$ cat config.mk
export PLATFORM = sky130hd
export DESIGN_NAME = mmio_terminal
export DESIGN_NICKNAME = d
export VERILOG_FILES = /design/src/rtl/term_pkg.sv /design/src/rtl/term_decode.sv /design/src/rtl/term_rx_path.sv /design/src/rtl/term_tx_path.sv /design/src/rtl/term_readmux.sv /design/src/rtl/mmio_terminal.sv
export SDC_FILE = /design/constraint.sdc
export NUM_CORES = 1
export LEC_CHECK = 0
export CORE_UTILIZATION = 31
export DETAILED_ROUTE_END_ITERATION = 8
export PLACE_DENSITY = 0.85
export SLEW_MARGIN = 20
export SYNTH_ARGS = -nofsm -noshare
export SYNTH_HDL_FRONTEND = slang
export SYNTH_SLANG_ARGS = --single-unit
$ cat constraint.sdc
create_clock -name clk -period 1.6 [get_ports clk]
set_clock_uncertainty 0.05 [all_clocks]
set_input_delay 0.32 -clock clk [delete_from_list [all_inputs] [get_ports clk]]
set_output_delay 0.32 -clock clk [all_outputs]
set_load 0.02 [all_outputs]
$ cat src/rtl/term_pkg.sv
// Package: shared register indices and control-bit positions for the
// terminal interface. Assumes a four-word register window.
package term_pkg;
    localparam int NUM_REGS = 4;
    localparam int RDY_BIT  = 0;
    localparam int OVR_BIT  = 1;

    typedef enum logic [1:0] {
        REG_RX_CTRL = 2'd0,
        REG_RX_DATA = 2'd1,
        REG_TX_CTRL = 2'd2,
        REG_TX_DATA = 2'd3
    } reg_sel_e;
endpackage

$ cat src/rtl/term_decode.sv
// Address decoder: turns a byte address plus the read/write enables into
// one-hot read and write selects, one per register word.
// Assumes word-aligned accesses; the byte-offset bits are ignored.
module term_decode #(
    parameter int ADDR_W = 4
) (
    input  logic [ADDR_W-1:0]        addr,
    input  logic                     rd_en,
    input  logic                     wr_en,
    output logic [term_pkg::NUM_REGS-1:0] rd_hit,
    output logic [term_pkg::NUM_REGS-1:0] wr_hit
);
    localparam int IDX_W = ADDR_W - 2;

    logic [IDX_W-1:0] word_idx;
    logic [1:0]       unused_byte_off;

    // Purpose: split the address into word index and ignored byte offset.
    always_comb begin
        word_idx        = addr[ADDR_W-1:2];
        unused_byte_off = addr[1:0];
    end

    for (genvar i = 0; i < term_pkg::NUM_REGS; i++) begin : g_sel
        // Purpose: raise the select of register i when its word is addressed.
        always_comb begin
            rd_hit[i] = rd_en && (word_idx == IDX_W'(i));
            wr_hit[i] = wr_en && (word_idx == IDX_W'(i));
        end
    end
endmodule

$ cat src/rtl/term_rx_path.sv
// Receiver path: holds the last keyboard byte, the ready flag and the
// sticky overrun flag. A strobe always wins over a same-cycle data load;
// the load then counts as consuming the old byte, so no overrun is flagged.
// Assumes kb_strobe is a single-cycle pulse per byte.
module term_rx_path #(
    parameter int CHAR_W = 8
) (
    input  logic              clk,
    input  logic              rst_n,
    input  logic [CHAR_W-1:0] kb_data,
    input  logic              kb_strobe,
    input  logic              rd_ctrl,
    input  logic              rd_data,
    output logic [CHAR_W-1:0] rx_byte,
    output logic              rx_ready,
    output logic              rx_overrun
);
    // Purpose: capture bytes, track ready, and keep the overrun flag.
    always_ff @(posedge clk) begin
        if (!rst_n) begin
            rx_byte    <= '0;
            rx_ready   <= 1'b0;
            rx_overrun <= 1'b0;
        end else begin
            if (kb_strobe) begin
                rx_byte  <= kb_data;
                rx_ready <= 1'b1;
            end else if (rd_data) begin
                rx_ready <= 1'b0;
            end

            if (kb_strobe && rx_ready && !rd_data) begin
                rx_overrun <= 1'b1;
            end else if (rd_ctrl) begin
                rx_overrun <= 1'b0;
            end
        end
    end

    AST_RX_STROBE_LOADS: assert property (@(posedge clk) disable iff (!rst_n)
        kb_strobe |=> (rx_ready && rx_byte == $past(kb_data)));
    AST_RX_LOAD_CLEARS: assert property (@(posedge clk) disable iff (!rst_n)
        (rd_data && !kb_strobe) |=> !rx_ready);
    AST_RX_OVERRUN_SET: assert property (@(posedge clk) disable iff (!rst_n)
        (kb_strobe && rx_ready && !rd_data) |=> rx_overrun);
    AST_RX_RACE_NO_OVR: assert property (@(posedge clk) disable iff (!rst_n)
        (kb_strobe && rd_data && !rx_overrun) |=> (rx_ready && !rx_overrun));
endmodule

$ cat src/rtl/term_tx_path.sv
// Transmitter path: holds the byte offered to the display and the ready
// flag. A store is taken only while ready is 1. An acknowledge is taken only
// while a byte is pending. A store that arrives with the acknowledge is dropped.
module term_tx_path #(
    parameter int CHAR_W = 8
) (
    input  logic              clk,
    input  logic              rst_n,
    input  logic              wr_data,
    input  logic [CHAR_W-1:0] wr_byte,
    input  logic              disp_ack,
    output logic [CHAR_W-1:0] tx_byte,
    output logic              tx_ready
);
    // Purpose: accept stores when ready and re-arm on display acknowledge.
    always_ff @(posedge clk) begin
        if (!rst_n) begin
            tx_byte  <= '0;
            tx_ready <= 1'b1;
        end else if (!tx_ready) begin
            if (disp_ack) begin
                tx_ready <= 1'b1;
            end
        end else if (wr_data) begin
            tx_byte  <= wr_byte;
            tx_ready <= 1'b0;
        end
    end

    AST_TX_STORE_TAKEN: assert property (@(posedge clk) disable iff (!rst_n)
        (wr_data && tx_ready) |=> (!tx_ready && tx_byte == $past(wr_byte)));
    AST_TX_ACK_REARMS: assert property (@(posedge clk) disable iff (!rst_n)
        (disp_ack && !tx_ready) |=> tx_ready);
    AST_TX_BUSY_DROP: assert property (@(posedge clk) disable iff (!rst_n)
        (!tx_ready) |=> $stable(tx_byte));
endmodule

$ cat src/rtl/term_readmux.sv
// Read multiplexer: assembles the selected register word, zero-extending
// every field. Drives zero when no read select is active.
module term_readmux #(
    parameter int DATA_W = 32,
    parameter int CHAR_W = 8
) (
    input  logic [term_pkg::NUM_REGS-1:0] rd_hit,
    input  logic                          rx_ready,
    input  logic                          rx_overrun,
    input  logic [CHAR_W-1:0]             rx_byte,
    input  logic                          tx_ready,
    input  logic [CHAR_W-1:0]             tx_byte,
    output logic [DATA_W-1:0]             rdata
);
    import term_pkg::*;

    // Purpose: pick the one addressed word, all other bits zero.
    always_comb begin
        rdata = '0;
        if (rd_hit[REG_RX_CTRL]) begin
            rdata[RDY_BIT] = rx_ready;
            rdata[OVR_BIT] = rx_overrun;
        end
        if (rd_hit[REG_RX_DATA]) begin
            rdata[CHAR_W-1:0] = rx_byte;
        end
        if (rd_hit[REG_TX_CTRL]) begin
            rdata[RDY_BIT] = tx_ready;
        end
        if (rd_hit[REG_TX_DATA]) begin
            rdata[CHAR_W-1:0] = tx_byte;
        end
    end
endmodule

$ cat src/rtl/mmio_terminal.sv
// Top: memory-mapped keyboard/display terminal with polled handshaking.
// Word 0 receiver control, 1 receiver data, 2 transmitter control,
// 3 transmitter data. Reads are combinational; side effects happen at the
// closing clock edge. Assumes at most one of rd_en / wr_en per cycle.
module mmio_terminal #(
    parameter int ADDR_W = 4,
    parameter int DATA_W = 32,
    parameter int CHAR_W = 8
) (
    input  logic              clk,
    input  logic              rst_n,
    input  logic [ADDR_W-1:0] addr,
    input  logic              rd_en,
    input  logic              wr_en,
    input  logic [DATA_W-1:0] wdata,
    output logic [DATA_W-1:0] rdata,
    input  logic [CHAR_W-1:0] kb_data,
    input  logic              kb_strobe,
    output logic [CHAR_W-1:0] disp_data,
    output logic              disp_valid,
    input  logic              disp_ack
);
    import term_pkg::*;

    logic [NUM_REGS-1:0] rd_hit;
    logic [NUM_REGS-1:0] wr_hit;
    logic [CHAR_W-1:0]   rx_byte;
    logic                rx_ready;
    logic                rx_overrun;
    logic [CHAR_W-1:0]   tx_byte;
    logic                tx_ready;
    logic                unused_bits;

    term_decode #(.ADDR_W(ADDR_W)) u_decode (
        .addr   (addr),
        .rd_en  (rd_en),
        .wr_en  (wr_en),
        .rd_hit (rd_hit),
        .wr_hit (wr_hit)
    );

    term_rx_path #(.CHAR_W(CHAR_W)) u_rx (
        .clk        (clk),
        .rst_n      (rst_n),
        .kb_data    (kb_data),
        .kb_strobe  (kb_strobe),
        .rd_ctrl    (rd_hit[REG_RX_CTRL]),
        .rd_data    (rd_hit[REG_RX_DATA]),
        .rx_byte    (rx_byte),
        .rx_ready   (rx_ready),
        .rx_overrun (rx_overrun)
    );

    term_tx_path #(.CHAR_W(CHAR_W)) u_tx (
        .clk      (clk),
        .rst_n    (rst_n),
        .wr_data  (wr_hit[REG_TX_DATA]),
        .wr_byte  (wdata[CHAR_W-1:0]),
        .disp_ack (disp_ack),
        .tx_byte  (tx_byte),
        .tx_ready (tx_ready)
    );

    term_readmux #(.DATA_W(DATA_W), .CHAR_W(CHAR_W)) u_rdmux (
        .rd_hit     (rd_hit),
        .rx_ready   (rx_ready),
        .rx_overrun (rx_overrun),
        .rx_byte    (rx_byte),
        .tx_ready   (tx_ready),
        .tx_byte    (tx_byte),
        .rdata      (rdata)
    );

    // Purpose: present the pending byte to the display.
    always_comb begin
        disp_data  = tx_byte;
        disp_valid = !tx_ready;
    end

    // Purpose: gather bits that control stores and upper data never use.
    always_comb begin
        unused_bits = ^{wr_hit[REG_RX_CTRL], wr_hit[REG_TX_CTRL], wr_hit[REG_RX_DATA],
                        wdata[DATA_W-1:CHAR_W]};
    end

    AST_CTRL_STORE_INERT: assert property (@(posedge clk) disable iff (!rst_n)
        (wr_en && !wr_hit[REG_TX_DATA] && !kb_strobe && !disp_ack)
        |=> ($stable(rx_ready) && $stable(tx_ready) && $stable(disp_data)));
    AST_IDLE_READ_ZERO: assert property (@(posedge clk) disable iff (!rst_n)
        !rd_en |-> (rdata == '0));
endmodule

==> tab_implementation.tex <==
\begin{tabular}{lr}
\hline
Metric & Value \\
\hline
\multicolumn{2}{l}{\textbf{Clocking}} \\
\quad Clock tree root driver cell & sky130\_fd\_sc\_hd\_\_clkbuf\_4 \\
\quad TritonCTS clock tree & built \\
\quad Clock H-tree levels & 1 \\
\quad Post-cts hold buffer count & 0 \\
\quad Worst-path clk slew & approximately 0.10 ns \\
\quad Maximum buffer depth of the clock tree & 2 \\
\quad TritonCTS Sinks & 19 \\
\quad Number of buffers inserted during clock tree synthesis & 3 \\
\quad Insertion delay to the later sink of the worst-skew pair & just under 0.3 ns \\
\multicolumn{2}{l}{\textbf{Finish}} \\
\quad Finished Cell Area & around 1500 µm² \\
\quad Leading cell types in the layout, fill and taps excluded & sky130\_fd\_sc\_hd\_\_conb\_1 (24), sky130\_fd\_sc\_hd\_\_clkdlybuf4s50\_1 (20), sky130\_fd\_sc\_hd\_\_buf\_4 (18) \\
\quad Most common cell after layout, fill and taps aside & sky130\_fd\_sc\_hd\_\_conb\_1 \\
\quad Layout net count & roughly 230 \\
\quad Layout overhead on the synthesized area & 48.1\% \\
\quad Antenna cells & 0 \\
\quad Fill cell instance count of the final layout & 320 \\
\quad Share of layout cells above drive strength 1 & 0.233 \\
\quad Non-filler cells in the finished layout & 220 \\
\multicolumn{2}{l}{\textbf{Critical path}} \\
\quad Chain of cells forming the critical path & dlygate4sd2\_1, mux4\_2, and2\_4, buf\_6 \\
\quad Startpoint class of the critical path & input pin \\
\quad Buffering stage count on the worst path with inverters included & 2 \\
\quad Worst-path fanout max & 2 \\
\quad Setup Crit Path Kind & input pin to output port \\
\quad CP Capture Type & output port \\
\quad Delay-heaviest family, CP & multiplexers \\
\quad Worst path max stage delay & 0.51 ns \\
\quad Worst EP arrival & between 1 and 1.5 ns \\
\quad Worst endpoint required time & $\sim$1.2 ns \\
\quad Critical-path top delay cell & sky130\_fd\_sc\_hd\_\_mux4\_2 \\
\multicolumn{2}{l}{\textbf{Global route}} \\
\quad First-pass GRT wire length & around 3900 µm \\
\quad Global route overflow & 0 \\
\quad Number of antenna violations at the first check in global routing & 0 \\
\quad Vias in the first global route & between 800 and 900 \\
\quad Tot GR Track Use & 0.150 \\
\quad Pin count of the biggest net entering global routing & 12 \\
\multicolumn{2}{l}{\textbf{Die}} \\
\quad Die Footprint & 3500 µm² \\
\quad Num ports & 91 \\
\quad Die Wd & 59.1 µm \\
\quad Starting density of the core & 0.329 \\
\quad Core area & slightly above 3000 µm² \\
\quad Vert. Die Dim & $\sim$59 µm \\
\quad Site Rows & 20 \\
\multicolumn{2}{l}{\textbf{Place}} \\
\quad Setup slack at placement & -0.793 ns \\
\quad Count of input and output buffers & 40 \\
\quad Total placed instance area & $\sim$1500 µm² \\
\quad Routability-driven placement congestion ratio & between 0.7 and 0.8 \\
\quad Detailed placement HPWL & about 1800 µm \\
\quad Number of instances in the placed design & $\sim$210 \\
\multicolumn{2}{l}{\textbf{Pwr}} \\
\quad Maximum resistive drop on vdd & 0.000290 V \\
\quad Static leakage power & between 0.7 and 0.8 nW \\
\quad Pwr per Cell Area & about 680 nW/µm² \\
\multicolumn{2}{l}{\textbf{Detailed routing}} \\
\quad DRC Markers & 0 \\
\quad Residual antenna-violating net count after detailed routing & 0 \\
\quad Vias per std cell & between 4 and 5 \\
\quad Routed length per instance & 11.0 µm \\
\quad Overall routed net length & 2420 µm \\
\quad Number of DRC markers after the initial detailed-route iteration & 15 \\
\quad Count of TritonRoute iterations in the first routing pass & 4 \\
\quad Total number of vias & around 910 \\
\multicolumn{2}{l}{\textbf{Yosys}} \\
\quad Total of flip-flops plus latches after synthesis & 19 \\
\quad Count of warnings emitted by yosys & 0 \\
\quad Area contributors post-synth & sky130\_fd\_sc\_hd\_\_dfxtp\_1 (38\%), sky130\_fd\_sc\_hd\_\_buf\_4 (19\%), sky130\_fd\_sc\_hd\_\_mux2i\_1 (14\%), sky130\_fd\_sc\_hd\_\_nand2\_1 (6.7\%), sky130\_fd\_sc\_hd\_\_nor2\_1 (6.3\%) \\
\quad Synth cell types & 23 \\
\quad Part of the Yosys area used for sequential elements & 0.376 \\
\quad Area share of the leading cell type in the synthesized netlist & 0.376 \\
\quad Average size of a mapped cell & roughly 8.5 µm² \\
\quad Instance count of the mapped netlist & approximately 120 \\
\quad Leading area contributor after synthesis & sky130\_fd\_sc\_hd\_\_dfxtp\_1 \\
\quad Post-Syn Area & between 1000 and 1500 µm² \\
\multicolumn{2}{l}{\textbf{STA}} \\
\quad F\_max & about 0.58 GHz \\
\quad Post-layout min period & 1.73 ns \\
\quad Final WS setup & -0.130 ns \\
\quad Setup violation total in the final timing report & 1 \\
\quad Unrepaired setup endpoints after global routing & yes \\
\quad Final hold violation count & 0 \\
\quad Hold Worst Slack & roughly 0.42 ns \\
\quad Portion of the clock cycle consumed by the worst path in the final layout & 1.08 \\
\quad Count of pins over their slew limit & 0 \\
\multicolumn{2}{l}{\textbf{Worst hold path}} \\
\quad Class of the tightest hold or removal check & input pin to register \\
\multicolumn{2}{l}{\textbf{Outcome}} \\
\quad Violations in the final reports & negative setup slack \\
\quad Result of the run & finished with violations \\
\multicolumn{2}{l}{\textbf{Flow run}} \\
\quad Number of max-cap violations & 0 \\
\hline
\end{tabular}
[per-layer routing]
layer,global-route usage,vias up,part of all wire,wire (µm)
li1,-,458,-,-
met1,0.197,416,0.44,1060
met2,0.245,35,0.49,1180
met3,0.0262,4,0.057,137
met4,0.0612,0,0.014,34
met5,0,-,0,0
[cells in the mapped netlist]
master,count
sky130_fd_sc_hd__mux2_2,1
sky130_fd_sc_hd__buf_6,1
sky130_fd_sc_hd__buf_2,1
sky130_fd_sc_hd__nand3b_1,1
sky130_fd_sc_hd__and4_1,1
sky130_fd_sc_hd__nor2_1,17
sky130_fd_sc_hd__nand4_1,1
sky130_fd_sc_hd__nor2b_1,1
sky130_fd_sc_hd__a22oi_1,1
sky130_fd_sc_hd__o21ai_0,1
sky130_fd_sc_hd__mux4_2,1
sky130_fd_sc_hd__a31oi_1,1
sky130_fd_sc_hd__inv_1,1
sky130_fd_sc_hd__clkinv_1,1
sky130_fd_sc_hd__mux2i_1,14
sky130_fd_sc_hd__dfxtp_1,19
sky130_fd_sc_hd__nand2_1,18
sky130_fd_sc_hd__buf_4,25
sky130_fd_sc_hd__conb_1,1
sky130_fd_sc_hd__and2_1,1
sky130_fd_sc_hd__a311oi_1,1
sky130_fd_sc_hd__clkbuf_1,1
sky130_fd_sc_hd__a21oi_1,9
[what timing repair did]
item	in CTS	in global routing
endpoints found under the setup margin	17	7
buffers inserted	2	0
resized for setup	53	11
pin swaps	1	2
[path summary, 6_finish.rpt]
path | slack [ns] | startpoint | depth (start not counted) | endpoint
min reg2reg | 0.43 | u_tx.tx_byte[7] | 2 | u_tx.tx_byte[7]
max | -0.13 | addr[2] | 4 | rdata[0]
min | 0.42 | addr[3] | 3 | u_rx.rx_overrun
max reg2reg | 0.47 | u_tx.tx_ready | 5 | u_tx.tx_byte[1]
[through the flow]
stage,utilization,setup TNS [ns],power (W)
6_report,0.487,-0.130,0.00101
4_1_cts,0.492,-0.182,0.00102
2_1_floorplan,-,0,0.000700
3_3_place_gp,0.476,-7.00,0.000778
5_1_grt,0.487,-0.229,0.00108
3_5_place_dp,0.476,-7.49,0.000783
[state kept, by name (all words and copies together), names as in the netlist]
register / cells
u_rx.rx_ready: 1
u_rx.rx_overrun: 1
u_rx.rx_byte: 8
u_tx.tx_byte: 8
u_tx.tx_ready: 1
[cells by family after synthesis]
| group | share of synthesized area |
|---|---|
| compound gates | 0.0717 |
| buf+inv | 0.213 |
| flops | 0.376 |
| mux | 0.172 |
| other cells | 0.00370 |
| simple gates | 0.164 |
[where the power goes]
part	switching, W	leakage, nW	internal, W
Clock	0.000143	0.0177	0.0000928
Combinational	0.000142	0.558	0.000126
Sequential	0.0000130	0.156	0.000497
Total	0.000298	0.732	0.000715
[final cells by class]
type,count,area (µm²),share of cell area
clock buffer,3,22.5,0.0150
clock inverter,1,5.00,0.00334
inverter,2,7.51,0.00501
multi-input combinational,93,524,0.350
sequential,19,385,0.257
tap,44,55.1,0.0367
timing repair buffer,58,499,0.333
[worst reg2reg max path, delay by kind of cell (launching register included)]
family,cells,cell delay [ns]
DFF,1,0.35
buffers and inverters,2,0.28
and+or+nand+nor,2,0.27
AOI/OAI and AO/OA,1,0.12
(Power assumes the default switching activity.)
